$ cat src/rtl/pci_cfg_pkg.sv
package pci_cfg_pkg;
    localparam int ACC_AW    = 16;
    localparam int MAP_W     = ACC_AW + 1;
    localparam int CFG_W     = 32;
    localparam int DATA_W    = 32;
    localparam int BE_W      = DATA_W / 8;
    localparam int BUS_W     = 8;
    localparam int SEL_LSB   = 11;
    localparam int SEL_W     = CFG_W - SEL_LSB;
    localparam int DEV_W     = $clog2(SEL_W);
    localparam int FN_LSB    = 8;
    localparam int FN_W      = SEL_LSB - FN_LSB;
    localparam int REG_W     = FN_LSB - 2;
    localparam int TYPE1_BIT = ACC_AW;

    typedef enum logic [1:0] {
        SZ_BYTE = 2'd0,
        SZ_HALF = 2'd1,
        SZ_WORD = 2'd2,
        SZ_BAD  = 2'd3
    } acc_size_e;

    typedef enum logic {
        ST_IDLE = 1'b0,
        ST_RESP = 1'b1
    } xl_state_e;

    typedef struct packed {
        logic [CFG_W-1:0] word;
        logic [BE_W-1:0]  be;
        logic             ok;
    } xl_result_t;
endpackage

$ cat src/rtl/pci_cfg_lowbit_enc.sv
module pci_cfg_lowbit_enc #(
    parameter int W  = 21,
    parameter int IW = $clog2(W)
) (
    input  logic [W-1:0]  vec,
    output logic [IW-1:0] idx,
    output logic          any
);
    logic [W:0]   clear_below;
    logic [W-1:0] hit;

    assign clear_below[0] = 1'b1;

    genvar g;
    generate
        for (g = 0; g < W; g++) begin : g_chain
            assign hit[g]           = vec[g] & clear_below[g];
            assign clear_below[g+1] = clear_below[g] & ~vec[g];
        end
    endgenerate

    assign any = ~clear_below[W];

    always_comb begin
        idx = '0;
        for (int i = 0; i < W; i++) begin
            if (hit[i]) idx = idx | IW'(i);
        end
    end
endmodule

$ cat src/rtl/pci_cfg_decode.sv
module pci_cfg_decode
    import pci_cfg_pkg::*;
(
    input  logic [ACC_AW-1:0] acc_addr,
    input  logic [1:0]        acc_size,
    input  logic [MAP_W-1:0]  map_val,
    input  logic [BUS_W-1:0]  bus_id,
    output xl_result_t        res
);
    logic [CFG_W-1:0] joined;
    logic [DEV_W-1:0] dev;
    logic             sel_any;
    logic             size_ok;
    logic [BE_W-1:0]  lanes;

    assign joined = {map_val[ACC_AW-1:0], acc_addr};

    pci_cfg_lowbit_enc #(.W(SEL_W), .IW(DEV_W)) u_enc (
        .vec (joined[CFG_W-1:SEL_LSB]),
        .idx (dev),
        .any (sel_any)
    );

    always_comb begin
        size_ok = 1'b0;
        lanes   = '0;
        unique case (acc_size_e'(acc_size))
            SZ_BYTE: begin
                size_ok = 1'b1;
                lanes   = BE_W'(4'b0001) << acc_addr[1:0];
            end
            SZ_HALF: begin
                size_ok = ~acc_addr[0];
                lanes   = BE_W'(4'b0011) << acc_addr[1:0];
            end
            SZ_WORD: begin
                size_ok = (acc_addr[1:0] == 2'b00);
                lanes   = '1;
            end
            SZ_BAD: begin
                size_ok = 1'b0;
                lanes   = '0;
            end
            default: begin
                size_ok = 1'b0;
                lanes   = '0;
            end
        endcase
    end

    always_comb begin
        res.ok   = sel_any & size_ok & ~map_val[TYPE1_BIT];
        res.be   = res.ok ? lanes : '0;
        res.word = '0;
        res.word[CFG_W-1]                   = 1'b1;
        res.word[16 +: BUS_W]               = bus_id;
        res.word[SEL_LSB +: DEV_W]          = dev;
        res.word[FN_LSB +: FN_W]            = joined[FN_LSB +: FN_W];
        res.word[2 +: REG_W]                = joined[2 +: REG_W];
    end
endmodule

$ cat src/rtl/pci_cfg_rdfill.sv
module pci_cfg_rdfill
    import pci_cfg_pkg::*;
(
    input  logic              ok,
    input  logic [1:0]        size,
    input  logic [DATA_W-1:0] bus_data,
    output logic [DATA_W-1:0] data_out
);
    logic [DATA_W-1:0] ones;

    always_comb begin
        unique case (acc_size_e'(size))
            SZ_BYTE: ones = DATA_W'(8'hFF);
            SZ_HALF: ones = DATA_W'(16'hFFFF);
            SZ_WORD: ones = '1;
            SZ_BAD:  ones = '1;
            default: ones = '1;
        endcase
        data_out = ok ? bus_data : ones;
    end
endmodule

$ cat src/rtl/pci_cfg_xlate.sv
module pci_cfg_xlate
    import pci_cfg_pkg::*;
(
    input  logic              clk,
    input  logic              rst_n,
    input  logic              req_valid,
    input  logic              req_write,
    input  logic [ACC_AW-1:0] req_addr,
    input  logic [1:0]        req_size,
    input  logic [DATA_W-1:0] req_wdata,
    input  logic [MAP_W-1:0]  map_cfg,
    input  logic [BUS_W-1:0]  bus_num,
    input  logic [DATA_W-1:0] bus_rdata,
    output logic              rsp_valid,
    output logic              cfg_ok,
    output logic [CFG_W-1:0]  cfg_addr,
    output logic [BE_W-1:0]   cfg_be,
    output logic              cfg_wr_en,
    output logic              cfg_rd_en,
    output logic [DATA_W-1:0] cfg_wdata,
    output logic [DATA_W-1:0] rd_data
);
    xl_state_e         state_q, state_d;
    xl_result_t        dec;
    xl_result_t        res_q;
    logic              wr_q;
    logic [1:0]        size_q;
    logic [DATA_W-1:0] wdata_q;

    pci_cfg_decode u_dec (
        .acc_addr (req_addr),
        .acc_size (req_size),
        .map_val  (map_cfg),
        .bus_id   (bus_num),
        .res      (dec)
    );

    always_comb begin
        state_d = state_q;
        unique case (state_q)
            ST_IDLE: state_d = req_valid ? ST_RESP : ST_IDLE;
            ST_RESP: state_d = req_valid ? ST_RESP : ST_IDLE;
            default: state_d = ST_IDLE;
        endcase
    end

    always_ff @(posedge clk) begin
        if (!rst_n) begin
            state_q <= ST_IDLE;
        end else begin
            state_q <= state_d;
        end
    end

    always_ff @(posedge clk) begin
        if (!rst_n) begin
            res_q   <= '0;
            wr_q    <= 1'b0;
            size_q  <= '0;
            wdata_q <= '0;
        end else if (req_valid) begin
            res_q   <= dec;
            wr_q    <= req_write;
            size_q  <= req_size;
            wdata_q <= req_wdata;
        end
    end

    pci_cfg_rdfill u_fill (
        .ok       (res_q.ok),
        .size     (size_q),
        .bus_data (bus_rdata),
        .data_out (rd_data)
    );

    always_comb begin
        rsp_valid = 1'b0;
        cfg_ok    = 1'b0;
        cfg_wr_en = 1'b0;
        cfg_rd_en = 1'b0;
        cfg_addr  = res_q.word;
        cfg_be    = res_q.be;
        cfg_wdata = wdata_q;
        unique case (state_q)
            ST_IDLE: begin
                rsp_valid = 1'b0;
            end
            ST_RESP: begin
                rsp_valid = 1'b1;
                cfg_ok    = res_q.ok;
                cfg_wr_en = res_q.ok & wr_q;
                cfg_rd_en = res_q.ok & ~wr_q;
            end
            default: begin
                rsp_valid = 1'b0;
            end
        endcase
    end
endmodule

$ cat config.mk
export PLATFORM = sky130hd
export DESIGN_NAME = pci_cfg_xlate
export DESIGN_NICKNAME = d
export VERILOG_FILES = /design/src/rtl/pci_cfg_pkg.sv /design/src/rtl/pci_cfg_lowbit_enc.sv /design/src/rtl/pci_cfg_decode.sv /design/src/rtl/pci_cfg_rdfill.sv /design/src/rtl/pci_cfg_xlate.sv
export SDC_FILE = /design/constraint.sdc
export NUM_CORES = 1
export LEC_CHECK = 0
export ABC_AREA = 1
export CAP_MARGIN = 20
export CORE_MARGIN = 5
export CORE_UTILIZATION = 30
export CTS_CLUSTER_SIZE = 30
export DETAILED_ROUTE_END_ITERATION = 12
export DONT_BUFFER_PORTS = 1
export GPL_ROUTABILITY_DRIVEN = 0
export PLACE_DENSITY_LB_ADDON = 0.12
export SKIP_CTS_REPAIR_TIMING = 1
export SYNTH_ARGS = -nofsm -noshare
export SYNTH_HDL_FRONTEND = slang
export SYNTH_HIERARCHICAL = 1
export SYNTH_SLANG_ARGS = --single-unit
$ cat constraint.sdc
create_clock -name clk -period 1.4 [get_ports clk]
set_input_delay 0.28 -clock clk [delete_from_list [all_inputs] [get_ports clk]]
set_output_delay 0.28 -clock clk [all_outputs]
set_load 0.005 [all_outputs]
# Word-level counts from Yosys, hierarchy flattened
# Index checks and enable logic that the tools add are counted.
[classes] addsub=0 n_mul=0 div=0 magnitude_cmp=0 n_eq_ne=6 n_shift=2 mux=30 n_bitwise=70 reduce_logical=4
[ops] op="$pmux 32 s3" n=1
[ops] op="$and 1x1->1" n=44
[ops] op="$mux 4" n=9
[ops] op="$mux 32" n=1
[ops] op="$not 1->1" n=26
[ops] op="$mux 5" n=5
[ops] op="$pmux 4 s4" n=1
[ops] op="$mux 3" n=4
[ops] op="$eq 2x2->1 const B" n=4
[ops] op="$logic_not 2->1" n=3
[ops] op="$mux 1" n=5
[ops] op="$eq 2x1->1 const B" n=2
[ops] op="$mux 2" n=2
[ops] op="$pmux 1 s4" n=1
[ops] op="$shl 1x2->4 const A" n=1
[ops] op="$shl 2x2->4 const A" n=1
[ops] op="$pmux 1 s2" n=1
[ops] op="$reduce_or 2->1" n=1
[totals] regBits=64 latchBits=0 ram_bits=0 mem_bits_ro=0 elab_cells=119 memories=0

# Depth between registers and ports, before layout
[logic_depth] depth_word=25 ltp_mapped=14

# By module
# Netlist, hierarchy kept.
[by_module_without_submodules] module="pci_cfg_xlate" n_inst=1 cells_each=500 area_per_inst_um2=3269.4 seq_area_each_um2=1461.4
[by_module_without_submodules] module="pci_cfg_rdfill" n_inst=1 cells_each=64 area_per_inst_um2=375.4 seq_area_each_um2=0.0
[by_module_without_submodules] module="pci_cfg_lowbit_enc" n_inst=1 cells_each=69 area_per_inst_um2=345.3 seq_area_each_um2=0.0
[by_module_without_submodules] module="pci_cfg_decode" n_inst=1 cells_each=54 area_per_inst_um2=334.1 seq_area_each_um2=0.0

# Worst setup path before layout
# No wires, ideal clock.
[synth_path] kind="input -> register" from="in req_addr[14]" to="reg res_q, in the netlist cfg_be[3]" setup_time_ns=0.113 t_arrival_ns=1.399 path_slack_ns=-0.112 path_stages=14 cell_sequence="nor2_2 > nand2_2 > nor2_4 > nand3_4 > nor2_4 > nand2_1 > nand2_4 > nor2_4 > nand3_2 > nor2_1 > inv_1 > nand2_1 > nand2_1 > nor2_1"
[synth_rtl] item="start, declared" line="pci_cfg_xlate.sv:8" rtl="input logic [ACC_AW-1:0] req_addr,"
[synth_rtl] item="end signal, assigned" line="pci_cfg_xlate.sv:57" rtl="res_q <= '0;"
[synth_rtl] item="end signal, assigned" line="pci_cfg_xlate.sv:62" rtl="res_q <= dec;"
[synth_rtl] item="end, declared" line="pci_cfg_xlate.sv:25" rtl="xl_result_t res_q;"

# Final worst setup path
[layout_path] from="reg res_q[0] in the netlist's numbering" to="out rd_data[30]"
[layout_between] elab_chain_len=1
[layout_lines] item="$mux 32" line="pci_cfg_rdfill.sv:19" rtl="data_out = ok ? bus_data : ones;"
[layout_lines] item="end, declared" line="pci_cfg_xlate.sv:21" rtl="output logic [DATA_W-1:0] rd_data"
# No other way between the ends.

==> results by group <==
Logic synthesis
  – Area fraction of the dominant cell type after synthesis: 33.80%
  – Largest cells by area after synthesis: dfxtp_1, nand2_1, nor2_1
  – Async S/R FF share, synth: 0%
  – Synth Warn #: 6
  – Top FF cell, synth: dfxtp_1
  – Dominant cell type by area after synthesis: dfxtp_1
  – Synthesized area per cell: ~6.3 µm²
  – Sequential area share after synthesis: between 30% and 40%
  – Post-Syn Area: between 0.004 and 0.005 mm²
  – FF+latch count, synth: 73
  – Mapped Cells: about 690
  – Post-synth EDFFs: 0
  – Netlist cell types: 29

Clocking
  – CTS Buf Count: 9
  – Clock sink count: 73
  – Worst-path clk slew: around 0.06 ns
  – TritonCTS clock tree: yes
  – Max clock buf depth: 2
  – CTS Root Cell: clkbuf_16
  – Worst-skew pair later-pin latency: about 0.33 ns
  – H-Tree Depth: 3

STA
  – RSZ-0062 raised after global routing: true
  – Setup Viol. Count Final: 28
  – Final TNS setup: -0.5263 ns
  – Final Critical Period: around 1.4 ns
  – Final slew viol count: 0
  – Final WS setup: -0.03201 ns
  – Final Hold Fails: 0
  – Final worst clock skew: 0 ns
  – Fmax: 698.3 MHz
  – Fin crit share: 102.3%
  – Worst Hold Slack: between 0.06 and 0.07 ns

Finish
  – Commonest non-fill, non-tap cell in the layout: nand2_1
  – Layout cells sized above 1: 15.11%
  – ANT cells: 0
  – Syn-to-layout area delta: 5.324%
  – Fin nets: 748
  – Area occupied by multi-input gates: about 0.0020 mm²
  – Most frequent cells in the layout: nand2_1, nor2_1, inv_1
  – Post-Layout Inst Area: between 0.004 and 0.005 mm²
  – Fill count: 1531
  – Storage element area: 0.001466 mm²

Run status
  – Failing checks: setup timing
  – Outcome: finished with violations

Floorplanning
  – Starting Density: a little under a third
  – Row count: 43
  – # IOs: between 200 and 250
  – Core Region: approximately 0.014 mm²
  – Die ar.: about 0.017 mm²
  – Chip width: 130.1 µm
  – Die height: ~130 µm

Setup path
  – CP Data Arrival Time: between 1 and 1.5 ns
  – Reg2Reg Depth: 2
  – Worst path cell trace: buf_12 > inv_16 > nand2_4 > nand2_2
  – Slowest CP cell: dfxtp_4
  – Worst Path Max Fanout: 13
  – Reg-to-reg critical path startpoint: size_q[1]
  – Max stage delay on crit path: approximately 0.36 ns
  – CP Launch Type: flop
  – Nature of the critical path endpoint: output port
  – Worst setup path class: reg -> out
  – Worst Setup SP: res_q[0]
  – Req. time, crit path: 1.12 ns

Route
  – Post-DR wirelength/cell: around 13 µm
  – Vias/cell: ~4.2
  – Vias: 3467
  – Initial DRC count: ~110
  – DR pass1 iterations: 4
  – Number of remaining DRC errors: 0
  – Final wirelength: around 11000 µm
  – Routed Antenna Nets: 0

Global route
  – GRT Overall Usage: between 10 and 15%
  – Global route total overflow: 0
  – Largest net degree at the start of global routing: 146
  – First-pass GRT wire length: 15300 µm
  – Antenna violations before repair: 0
  – Number of global-route vias before repair: roughly 3200

Placed design
  – Area post-placement: 0.004034 mm²
  – Hpwl dp: ~7600 µm
  – Port Buffers: 0

Power
  – Leak: between 0.002 and 0.0025 µW
  – Peak VDD IR: 0.5264 mV
  – PwrDens: ~1100 mW/mm²

Hold path
  – Hold/Removal Path Class: in -> reg
  – Hold Path Depth: 2
  – HP Start: rst_n

Job
  – Total of max-cap violations: 0
[cell families after synthesis]
| family | Yosys count | synth area share [%] |
|---|---|---|
| flops | 73 | 33.80 |
| compound gates | 10 | 1.244 |
| buf+inv | 186 | 24.31 |
| other cells | 2 | 0.1737 |
| simple gates | 416 | 40.48 |
[path summary, 6_finish.rpt]
check                                    end  slack, ns
worst min-delay path                res_q[0]       0.07
worst max-delay path             rd_data[30]      -0.03
worst min register to register  cfg_addr[18]       0.49
worst max register to register     size_q[1]       0.65
[metal layers]
layer / wire length [µm] / vias to the layer above / GRT usage [%]
met5: 0 / - / 0
met4: 209 / 0 / 5.929
met3: 1031 / 16 / 4.298
met2: 5608 / 142 / 21.06
met1: 4101 / 1476 / 11.59
li1: - / 1833 / -
[critical path, delay by kind of cell (launching register included)]
family                 cells  cell delay [ns]
DFF                        1             0.36
buffers and inverters      2             0.24
and+or+nand+nor            2             0.21
[Yosys cell counts, types with 4 or more instances]
| cell | instances |
|---|---|
| a21oi_1 | 5 |
| buf_2 | 17 |
| buf_4 | 64 |
| buf_6 | 8 |
| dfxtp_1 | 73 |
| inv_1 | 92 |
| nand2_1 | 198 |
| nand2_2 | 8 |
| nand3_1 | 12 |
| nand3_2 | 6 |
| nor2_1 | 166 |
| nor2_4 | 4 |
| nor3_1 | 5 |
| or2_1 | 8 |
[cell type report]
cell class	instances	share of cell area [%]
well taps	180	4.945
repair buffers	20	4.423
flip-flops and latches	73	32.20
inverters	94	8.104
multi-input cells	439	44.37
clock inverters	6	0.9341
clock buffers	10	5.027
[per-stage QoR]
| stage | setup slack, ns | util (%) | power [µW] | std cells |
|---|---|---|---|---|
| final | -0.03201 | 32.56 | 5064 | 822 |
| after global placement | -0.01670 | 28.84 | 2900 | 795 |
| after floorplan | -0.02773 | - | 3038 | 695 |
| after detailed placement | -0.03471 | 28.84 | 2911 | 795 |
| after CTS | -0.2056 | 30.78 | 5115 | 811 |
| after global routing | -0.08376 | 32.56 | 5387 | 822 |
[registers in the layout (all words and copies together) (netlist names)]
name and count:
cfg_be 4, cfg_addr 32, wr_q 1, cfg_wdata 32, res_q 1, state_q 1, size_q 2
[where the power goes]
| group | internal (µW) | switching [µW] |
|---|---|---|
| logic | 267 | 327 |
| registers | 2220 | 131 |
| clock network | 1200 | 914 |
| total | 3690 | 1370 |
Power figures use the tool's default switching activity.
